[config.mk]
export PLATFORM = sky130hd
export DESIGN_NAME = stk_xfer_unit
export DESIGN_NICKNAME = d
export VERILOG_FILES = /design/src/rtl/stk_pkg.sv /design/src/rtl/stk_opdec.sv /design/src/rtl/stk_spreg.sv /design/src/rtl/stk_seq.sv /design/src/rtl/stk_xfer_unit.sv
export SDC_FILE = /design/constraint.sdc
export NUM_CORES = 1
export LEC_CHECK = 0
export ABC_AREA = 1
export ABC_CLOCK_PERIOD_IN_PS = 4600
export BUFFER_PORTS_ARGS = -buffer_cell sky130_fd_sc_hd__buf_4
export CAP_MARGIN = 20
export CELL_PAD_IN_SITES_DETAIL_PLACEMENT = 1
export CELL_PAD_IN_SITES_GLOBAL_PLACEMENT = 1
export CORE_MARGIN = 4
export CORE_UTILIZATION = 43
export DETAILED_ROUTE_END_ITERATION = 7
export HOLD_SLACK_MARGIN = 0.05
export PLACE_DENSITY_LB_ADDON = 0.2
export RECOVER_POWER = 50
export SYNTH_ARGS = -nofsm -noshare
export SYNTH_HDL_FRONTEND = slang
export SYNTH_SLANG_ARGS = --single-unit
[constraint.sdc]
create_clock -name clk -period 4.6 [get_ports clk]
set_clock_uncertainty 0.05 [all_clocks]
set_input_delay 0.69 -clock clk [delete_from_list [all_inputs] [get_ports clk]]
set_output_delay 0.69 -clock clk [all_outputs]
set_load 0.05 [all_outputs]
[src/rtl/stk_pkg.sv]
`timescale 1ns/1ps
package stk_pkg;
  typedef enum logic [1:0] {
    K_PUSH_B = 2'd0,
    K_PUSH_W = 2'd1,
    K_POP_B  = 2'd2,
    K_POP_W  = 2'd3
  } kind_t;

  typedef struct packed {
    logic       ok;
    kind_t      kind;
    logic [1:0] idx;
  } dec_t;

  typedef enum logic [3:0] {
    ST_IDLE,
    ST_PB_DEC,
    ST_PB_FIN,
    ST_PW_DEC,
    ST_PW_LO,
    ST_PW_HI,
    ST_PW_FIN,
    ST_QB_WAIT,
    ST_QB_FIN,
    ST_QW_LO,
    ST_QW_CAP,
    ST_QW_FIN
  } state_t;
endpackage

[src/rtl/stk_opdec.sv]
`timescale 1ns/1ps
module stk_opdec
  import stk_pkg::*;
(
  input  logic [7:0] op,
  output dec_t       dec
);
  always_comb begin
    dec = '0;
    if (op[7:2] == 6'b111110) begin
      dec.ok   = 1'b1;
      dec.kind = K_PUSH_B;
      dec.idx  = op[1:0];
    end else if (op[7:1] == 7'b0001011) begin
      dec.ok   = 1'b1;
      dec.kind = K_PUSH_W;
      dec.idx  = {1'b0, op[0]};
    end else if (op[7:2] == 6'b111010) begin
      dec.ok   = 1'b1;
      dec.kind = K_POP_B;
      dec.idx  = op[1:0];
    end else if (op[7:1] == 7'b0000011) begin
      dec.ok   = 1'b1;
      dec.kind = K_POP_W;
      dec.idx  = {1'b0, op[0]};
    end
  end
endmodule

[src/rtl/stk_spreg.sv]
`timescale 1ns/1ps
module stk_spreg #(
  parameter int              ADDR_W  = 16,
  parameter logic [ADDR_W-1:0] SP_INIT = '0
) (
  input  logic              clk,
  input  logic              rst,
  input  logic              step,
  input  logic              down,
  input  logic              two,
  output logic [ADDR_W-1:0] sp
);
  localparam logic [ADDR_W-1:0] ONE = ADDR_W'(1);
  localparam logic [ADDR_W-1:0] TWO = ADDR_W'(2);

  logic [ADDR_W-1:0] delta;
  assign delta = two ? TWO : ONE;

  // modulo 2^ADDR_W by plain truncation
  always_ff @(posedge clk) begin
    if (rst) begin
      sp <= SP_INIT;
    end else if (step) begin
      sp <= down ? (sp - delta) : (sp + delta);
    end
  end
endmodule

[src/rtl/stk_seq.sv]
`timescale 1ns/1ps
module stk_seq
  import stk_pkg::*;
#(
  parameter int ADDR_W = 16,
  parameter int BYTE_W = 8,
  localparam int WORD_W = 2 * BYTE_W
) (
  input  logic              clk,
  input  logic              rst,
  input  logic              cmd_valid,
  input  dec_t              dec,
  input  logic [WORD_W-1:0] src,
  input  logic [ADDR_W-1:0] sp,
  input  logic [BYTE_W-1:0] mem_rdata,
  output logic              sp_step,
  output logic              sp_down,
  output logic              sp_two,
  output logic [ADDR_W-1:0] mem_addr,
  output logic [BYTE_W-1:0] mem_wdata,
  output logic              mem_we,
  output logic              busy,
  output logic              done,
  output logic              rf_we,
  output logic              rf_word,
  output logic [1:0]        rf_idx,
  output logic [WORD_W-1:0] rf_wdata
);
  localparam logic [ADDR_W-1:0] A_ONE = ADDR_W'(1);

  state_t            state;
  logic [WORD_W-1:0] held;
  logic [BYTE_W-1:0] lo_q;

  always_comb begin
    sp_step = (state == ST_PB_DEC) || (state == ST_PW_DEC) ||
              (state == ST_QB_FIN) || (state == ST_QW_FIN);
    sp_down = (state == ST_PB_DEC) || (state == ST_PW_DEC);
    sp_two  = (state == ST_PW_DEC) || (state == ST_QW_FIN);
  end

  always_ff @(posedge clk) begin
    if (rst) begin
      state     <= ST_IDLE;
      held      <= '0;
      lo_q      <= '0;
      mem_addr  <= '0;
      mem_wdata <= '0;
      mem_we    <= 1'b0;
      busy      <= 1'b0;
      done      <= 1'b0;
      rf_we     <= 1'b0;
      rf_word   <= 1'b0;
      rf_idx    <= '0;
      rf_wdata  <= '0;
    end else begin
      done   <= 1'b0;
      rf_we  <= 1'b0;
      mem_we <= 1'b0;
      case (state)
        ST_IDLE: begin
          if (cmd_valid && dec.ok) begin
            busy    <= 1'b1;
            held    <= src;
            rf_idx  <= dec.idx;
            rf_word <= (dec.kind == K_PUSH_W) || (dec.kind == K_POP_W);
            case (dec.kind)
              K_PUSH_B: state <= ST_PB_DEC;
              K_PUSH_W: state <= ST_PW_DEC;
              K_POP_B: begin
                mem_addr <= sp;
                state    <= ST_QB_WAIT;
              end
              default: begin
                mem_addr <= sp;
                state    <= ST_QW_LO;
              end
            endcase
          end
        end
        ST_PB_DEC: begin
          mem_addr  <= sp - A_ONE;
          mem_wdata <= held[BYTE_W-1:0];
          mem_we    <= 1'b1;
          state     <= ST_PB_FIN;
        end
        ST_PW_DEC: state <= ST_PW_LO;
        ST_PW_LO: begin
          mem_addr  <= sp;
          mem_wdata <= held[BYTE_W-1:0];
          mem_we    <= 1'b1;
          state     <= ST_PW_HI;
        end
        ST_PW_HI: begin
          mem_addr  <= sp + A_ONE;
          mem_wdata <= held[WORD_W-1:BYTE_W];
          mem_we    <= 1'b1;
          state     <= ST_PW_FIN;
        end
        ST_QB_WAIT: state <= ST_QB_FIN;
        ST_QW_LO: begin
          mem_addr <= sp + A_ONE;
          state    <= ST_QW_CAP;
        end
        ST_QW_CAP: begin
          lo_q  <= mem_rdata;
          state <= ST_QW_FIN;
        end
        ST_QB_FIN: begin
          rf_wdata <= {{BYTE_W{1'b0}}, mem_rdata};
          rf_we    <= 1'b1;
          done     <= 1'b1;
          busy     <= 1'b0;
          state    <= ST_IDLE;
        end
        ST_QW_FIN: begin
          rf_wdata <= {mem_rdata, lo_q};
          rf_we    <= 1'b1;
          done     <= 1'b1;
          busy     <= 1'b0;
          state    <= ST_IDLE;
        end
        ST_PB_FIN, ST_PW_FIN: begin
          done  <= 1'b1;
          busy  <= 1'b0;
          state <= ST_IDLE;
        end
        default: begin
          busy  <= 1'b0;
          state <= ST_IDLE;
        end
      endcase
    end
  end
endmodule

[src/rtl/stk_xfer_unit.sv]
`timescale 1ns/1ps
module stk_xfer_unit
  import stk_pkg::*;
#(
  parameter int                ADDR_W  = 16,
  parameter int                BYTE_W  = 8,
  parameter logic [ADDR_W-1:0] SP_INIT = '0,
  localparam int               WORD_W  = 2 * BYTE_W
) (
  input  logic              clk,
  input  logic              rst,
  input  logic              cmd_valid,
  input  logic [7:0]        cmd_op,
  input  logic [WORD_W-1:0] cmd_src,
  output logic              busy,
  output logic              done,
  output logic [ADDR_W-1:0] sp,
  output logic [ADDR_W-1:0] mem_addr,
  output logic [BYTE_W-1:0] mem_wdata,
  output logic              mem_we,
  input  logic [BYTE_W-1:0] mem_rdata,
  output logic              rf_we,
  output logic              rf_word,
  output logic [1:0]        rf_idx,
  output logic [WORD_W-1:0] rf_wdata
);
  dec_t dec;
  logic sp_step, sp_down, sp_two;

  stk_opdec u_dec (
    .op  (cmd_op),
    .dec (dec)
  );

  stk_spreg #(.ADDR_W(ADDR_W), .SP_INIT(SP_INIT)) u_sp (
    .clk  (clk),
    .rst  (rst),
    .step (sp_step),
    .down (sp_down),
    .two  (sp_two),
    .sp   (sp)
  );

  stk_seq #(.ADDR_W(ADDR_W), .BYTE_W(BYTE_W)) u_seq (
    .clk       (clk),
    .rst       (rst),
    .cmd_valid (cmd_valid),
    .dec       (dec),
    .src       (cmd_src),
    .sp        (sp),
    .mem_rdata (mem_rdata),
    .sp_step   (sp_step),
    .sp_down   (sp_down),
    .sp_two    (sp_two),
    .mem_addr  (mem_addr),
    .mem_wdata (mem_wdata),
    .mem_we    (mem_we),
    .busy      (busy),
    .done      (done),
    .rf_we     (rf_we),
    .rf_word   (rf_word),
    .rf_idx    (rf_idx),
    .rf_wdata  (rf_wdata)
  );
endmodule

==> results.cfg <==
[timing]
finalSetupViolations = 0
slew_violations = 0
fin_crit_ns = 3.21
fin_tns_setup_ns = 0
worstMarginPinSlew_ns = 0.962
finalCritPeriodShare_pct = 69.9
fmaxAchievable_mhz = 311
hold_violations = 0
rsz0062_at_grt = no
slew_headroom_pct = 35.8

[hold_path]
holdCritStartpoint = u_seq.held[11]
holdPathEnd = u_seq.held[11]
min_path_type = reg -> reg
worstHoldPathCells = 2

[placed_design]
routabilityCongestion = 0.904
dpl.hpwl_um = 12200
placed_cell_area_sq_um = 6060
io_buffers = 97

[setup_path]
rr_worst_depth = 15
critPathMaxStageDelay_ns = 0.44
r2r_start = u_seq.state[0]
critPathKind = reg -> reg
worstPathRequired_ns = 4.81
cp_common_cell = inv_1
rr_endpoint = u_sp.sp[12]
arrival_ns = 3.42
crit_slowest_cell = fa_1
endpoint_kind = flip-flop
path_cells = inv_2, nor2_1, inv_1, nor2_2, inv_1, fa_1, inv_1, a31oi_1, o21ai_0, a21oi_1, o21ai_0, or2_2, nand3_1, nand2_1, inv_1
r2r_setup_slack_ns = 1.39
crit_fanout = 5
start_kind = flip-flop

[grt]
grt-ovfl-total = 0
grt_use_total_pct = 23.6
antenna_found_initial = 0
grt_pass1_vias = 5561
grt_max_degree = 44
grt_first_pass_wirelength_um = 27500

[cts]
cts.sinks = 91
cts_inserted_buffers = 9
cts_resized = 0
htreeDepth = 3
post-cts-setup-buffers = 0
cts-root-buf = clkbuf_16
cts_tree = yes
clk_pin_slew_ns = 0.07
clk-insertion-delay-late_ns = 0.35
cts_hold_buf = 0
clockBufferDepth = 2

[drt]
drt_iter0_markers = 301
wl_per_cell_um = 16.4
via_count = 5415
top_layer = met4
ant_nets = 0
dr_wl_met2_um = 7730
routed-wl-met3_um = 660
viasPerCell = 5.35
route.layer.met1.wl_um = 7970
drc = 0
firstDrtPassIters = 4
wl_um = 16600

[floorplan]
die_area_sq_um = 14100
rows = 40
core_sq_um = 12000
die-width_um = 119
die_y_um = 119
start_util_pct = 43.9
io_pins = 98

[synthesis]
syn_inst = 779
synth_edf_count = 0
ys_seq_area_share_pct = 34.6
synth_seq_cells = 91
ys.flop_type = dfxtp_1
netlist_area_sq_um = 5270
synth-warning-count = 0
synthesis.nets = 835
syn_area_per_cell_sq_um = 6.76
async_reset_ff_share_pct = 0
ys_types = 42

[power_and_ir_drop]
cellLeakagePower_nw = 2.85
p_per_area_nw_per_um2 = 294
ir_worst_vdd_v = 0.000167

[finish]
syn2layout_area_growth_pct = 16.4
n_antenna_cell = 0
fin_nets = 917
fin_area_sq_um = 6130
drive_gt1_share_pct = 9.47

[run]
cap_violations = 0

[status]
status = finished, final reports clean
[synthesized netlist by cell type (2+ instances only)]
library cell	instances	area share [%]
nand2_1	168	12
inv_1	96	6.8
a21oi_1	94	8.9
dfxtp_1	91	35
o21ai_0	82	7.8
nor2_1	58	4.1
nand3_1	49	4.7
clkbuf_1	24	1.7
ha_1	20	4.8
xor2_1	16	2.7
nand2_2	10	1.2
nor3_1	6	0.57
o211ai_1	6	0.86
a41oi_1	5	0.83
o41ai_1	5	0.83
inv_2	4	0.28
nor2_2	4	0.47
a21oi_2	3	0.50
clkinv_1	3	0.21
nand3b_1	3	0.43
nor2_4	3	0.64
a31oi_1	2	0.24
buf_2	2	0.19
buf_6	2	0.43
nand2_4	2	0.43
nand4_1	2	0.24
o21ai_1	2	0.19
o31ai_1	2	0.28
xnor2_1	2	0.33
[per-layer routing]
layer,GRT usage (%),vias to the layer above
li1,-,2712
met1,31.2,2568
met2,39.6,115
met3,3.59,20
met4,7.31,0
met5,0,-
[state kept, by name, summed over array words and instances (netlist names)]
name	cells
u_seq.rf_word	1
u_seq.rf_we	1
u_seq.rf_idx	2
u_seq.mem_addr	16
u_seq.state	4
u_seq.mem_wdata	8
u_seq.rf_wdata	16
u_seq.held	16
u_seq.done	1
u_seq.lo_q	8
u_seq.busy	1
u_sp.sp	16
u_seq.mem_we	1
[cells in the final DEF, fill, tap and decap left out, types with 4 or more instances in the layout]
cell type / Yosys / routed
inv_1: 96 / 96
clkbuf_16: 0 / 9
o211ai_1: 6 / 6
nor3_1: 6 / 6
o21ai_0: 82 / 82
a21oi_1: 94 / 95
ha_1: 20 / 20
nor2_2: 4 / 4
o41ai_1: 5 / 5
xor2_1: 16 / 16
dfxtp_1: 91 / 91
buf_4: 1 / 35
nand2_2: 10 / 10
nand2_1: 168 / 168
nor2_1: 58 / 59
nand3_1: 49 / 49
a41oi_1: 5 / 5
inv_2: 4 / 4
clkbuf_1: 24 / 64
[how the worst max path moves through the flow]
stage                         from            end  cells after the start
floorplan               u_sp.sp[0]    u_sp.sp[12]                     12
global placement         cmd_op[2]  u_seq.held[2]                      9
detailed placement  u_seq.state[3]    u_sp.sp[12]                     14
CTS                 u_seq.state[3]    u_sp.sp[12]                     14
global route        u_seq.state[0]    u_sp.sp[12]                     15
finish              u_seq.state[0]    u_sp.sp[12]                     15
[report_power, final]
part	total [W]	switching, W	leakage, nW	internal (W)
Sequential	0.000807	0.0000118	0.734	0.000796
Clock	0.000799	0.000351	0.154	0.000448
Combinational	0.000199	0.000129	1.96	0.0000698
Total	0.00180	0.000492	2.85	0.00131
[metrics by stage]
stage / setup slack (ns) / hold WS (ns) / total power (W) / cells / util (%)
2_1_floorplan: 1.94 / 0.370 / 0.000957 / 779 / -
3_3_place_gp: 1.61 / 0.378 / 0.00102 / 995 / 50.3
3_5_place_dp: 1.48 / 0.388 / 0.00103 / 996 / 50.4
4_1_cts: 1.46 / 0.399 / 0.00182 / 1012 / 53.1
5_1_grt: 1.09 / 0.420 / 0.00187 / 1013 / 51.1
6_report: 1.39 / 0.398 / 0.00180 / 1013 / 51.1
[final cells by class]
type                    count  area (sq um)
clock buffers              10           239
clock inverters             6          77.6
fillers                  1630          5880
inverters                 103           387
multi-input cells         555          2900
flip-flops and latches     91          1820
well taps                 147           184
repair buffers            101           526
[cell families (layout without fill, tap and decap cells)]
| family | Yosys count | count (layout) | share of synthesized area [%] |
|---|---|---|---|
| xor gates and xnor gates | 19 | 19 | 3.30 |
| DFF | 91 | 91 | 34.6 |
| and+or+nand+nor | 309 | 309 | 25.5 |
| AOI/OAI and AO/OA | 206 | 206 | 21.3 |
| buffers and inverters | 133 | 220 | 10.2 |
| adders and majority gates | 21 | 21 | 5.13 |
[critical path, delay by kind of cell (launching register included)]
| kind | cells | cell delay (ns) |
|---|---|---|
| AO/OA/AOI/OAI | 4 | 0.98 |
| AND/OR/NAND/NOR | 5 | 0.84 |
| flip-flops | 1 | 0.42 |
| buffers and inverters | 5 | 0.38 |
| adder cells (fa/ha/maj) | 1 | 0.44 |
Power figures use the tool's default switching activity.
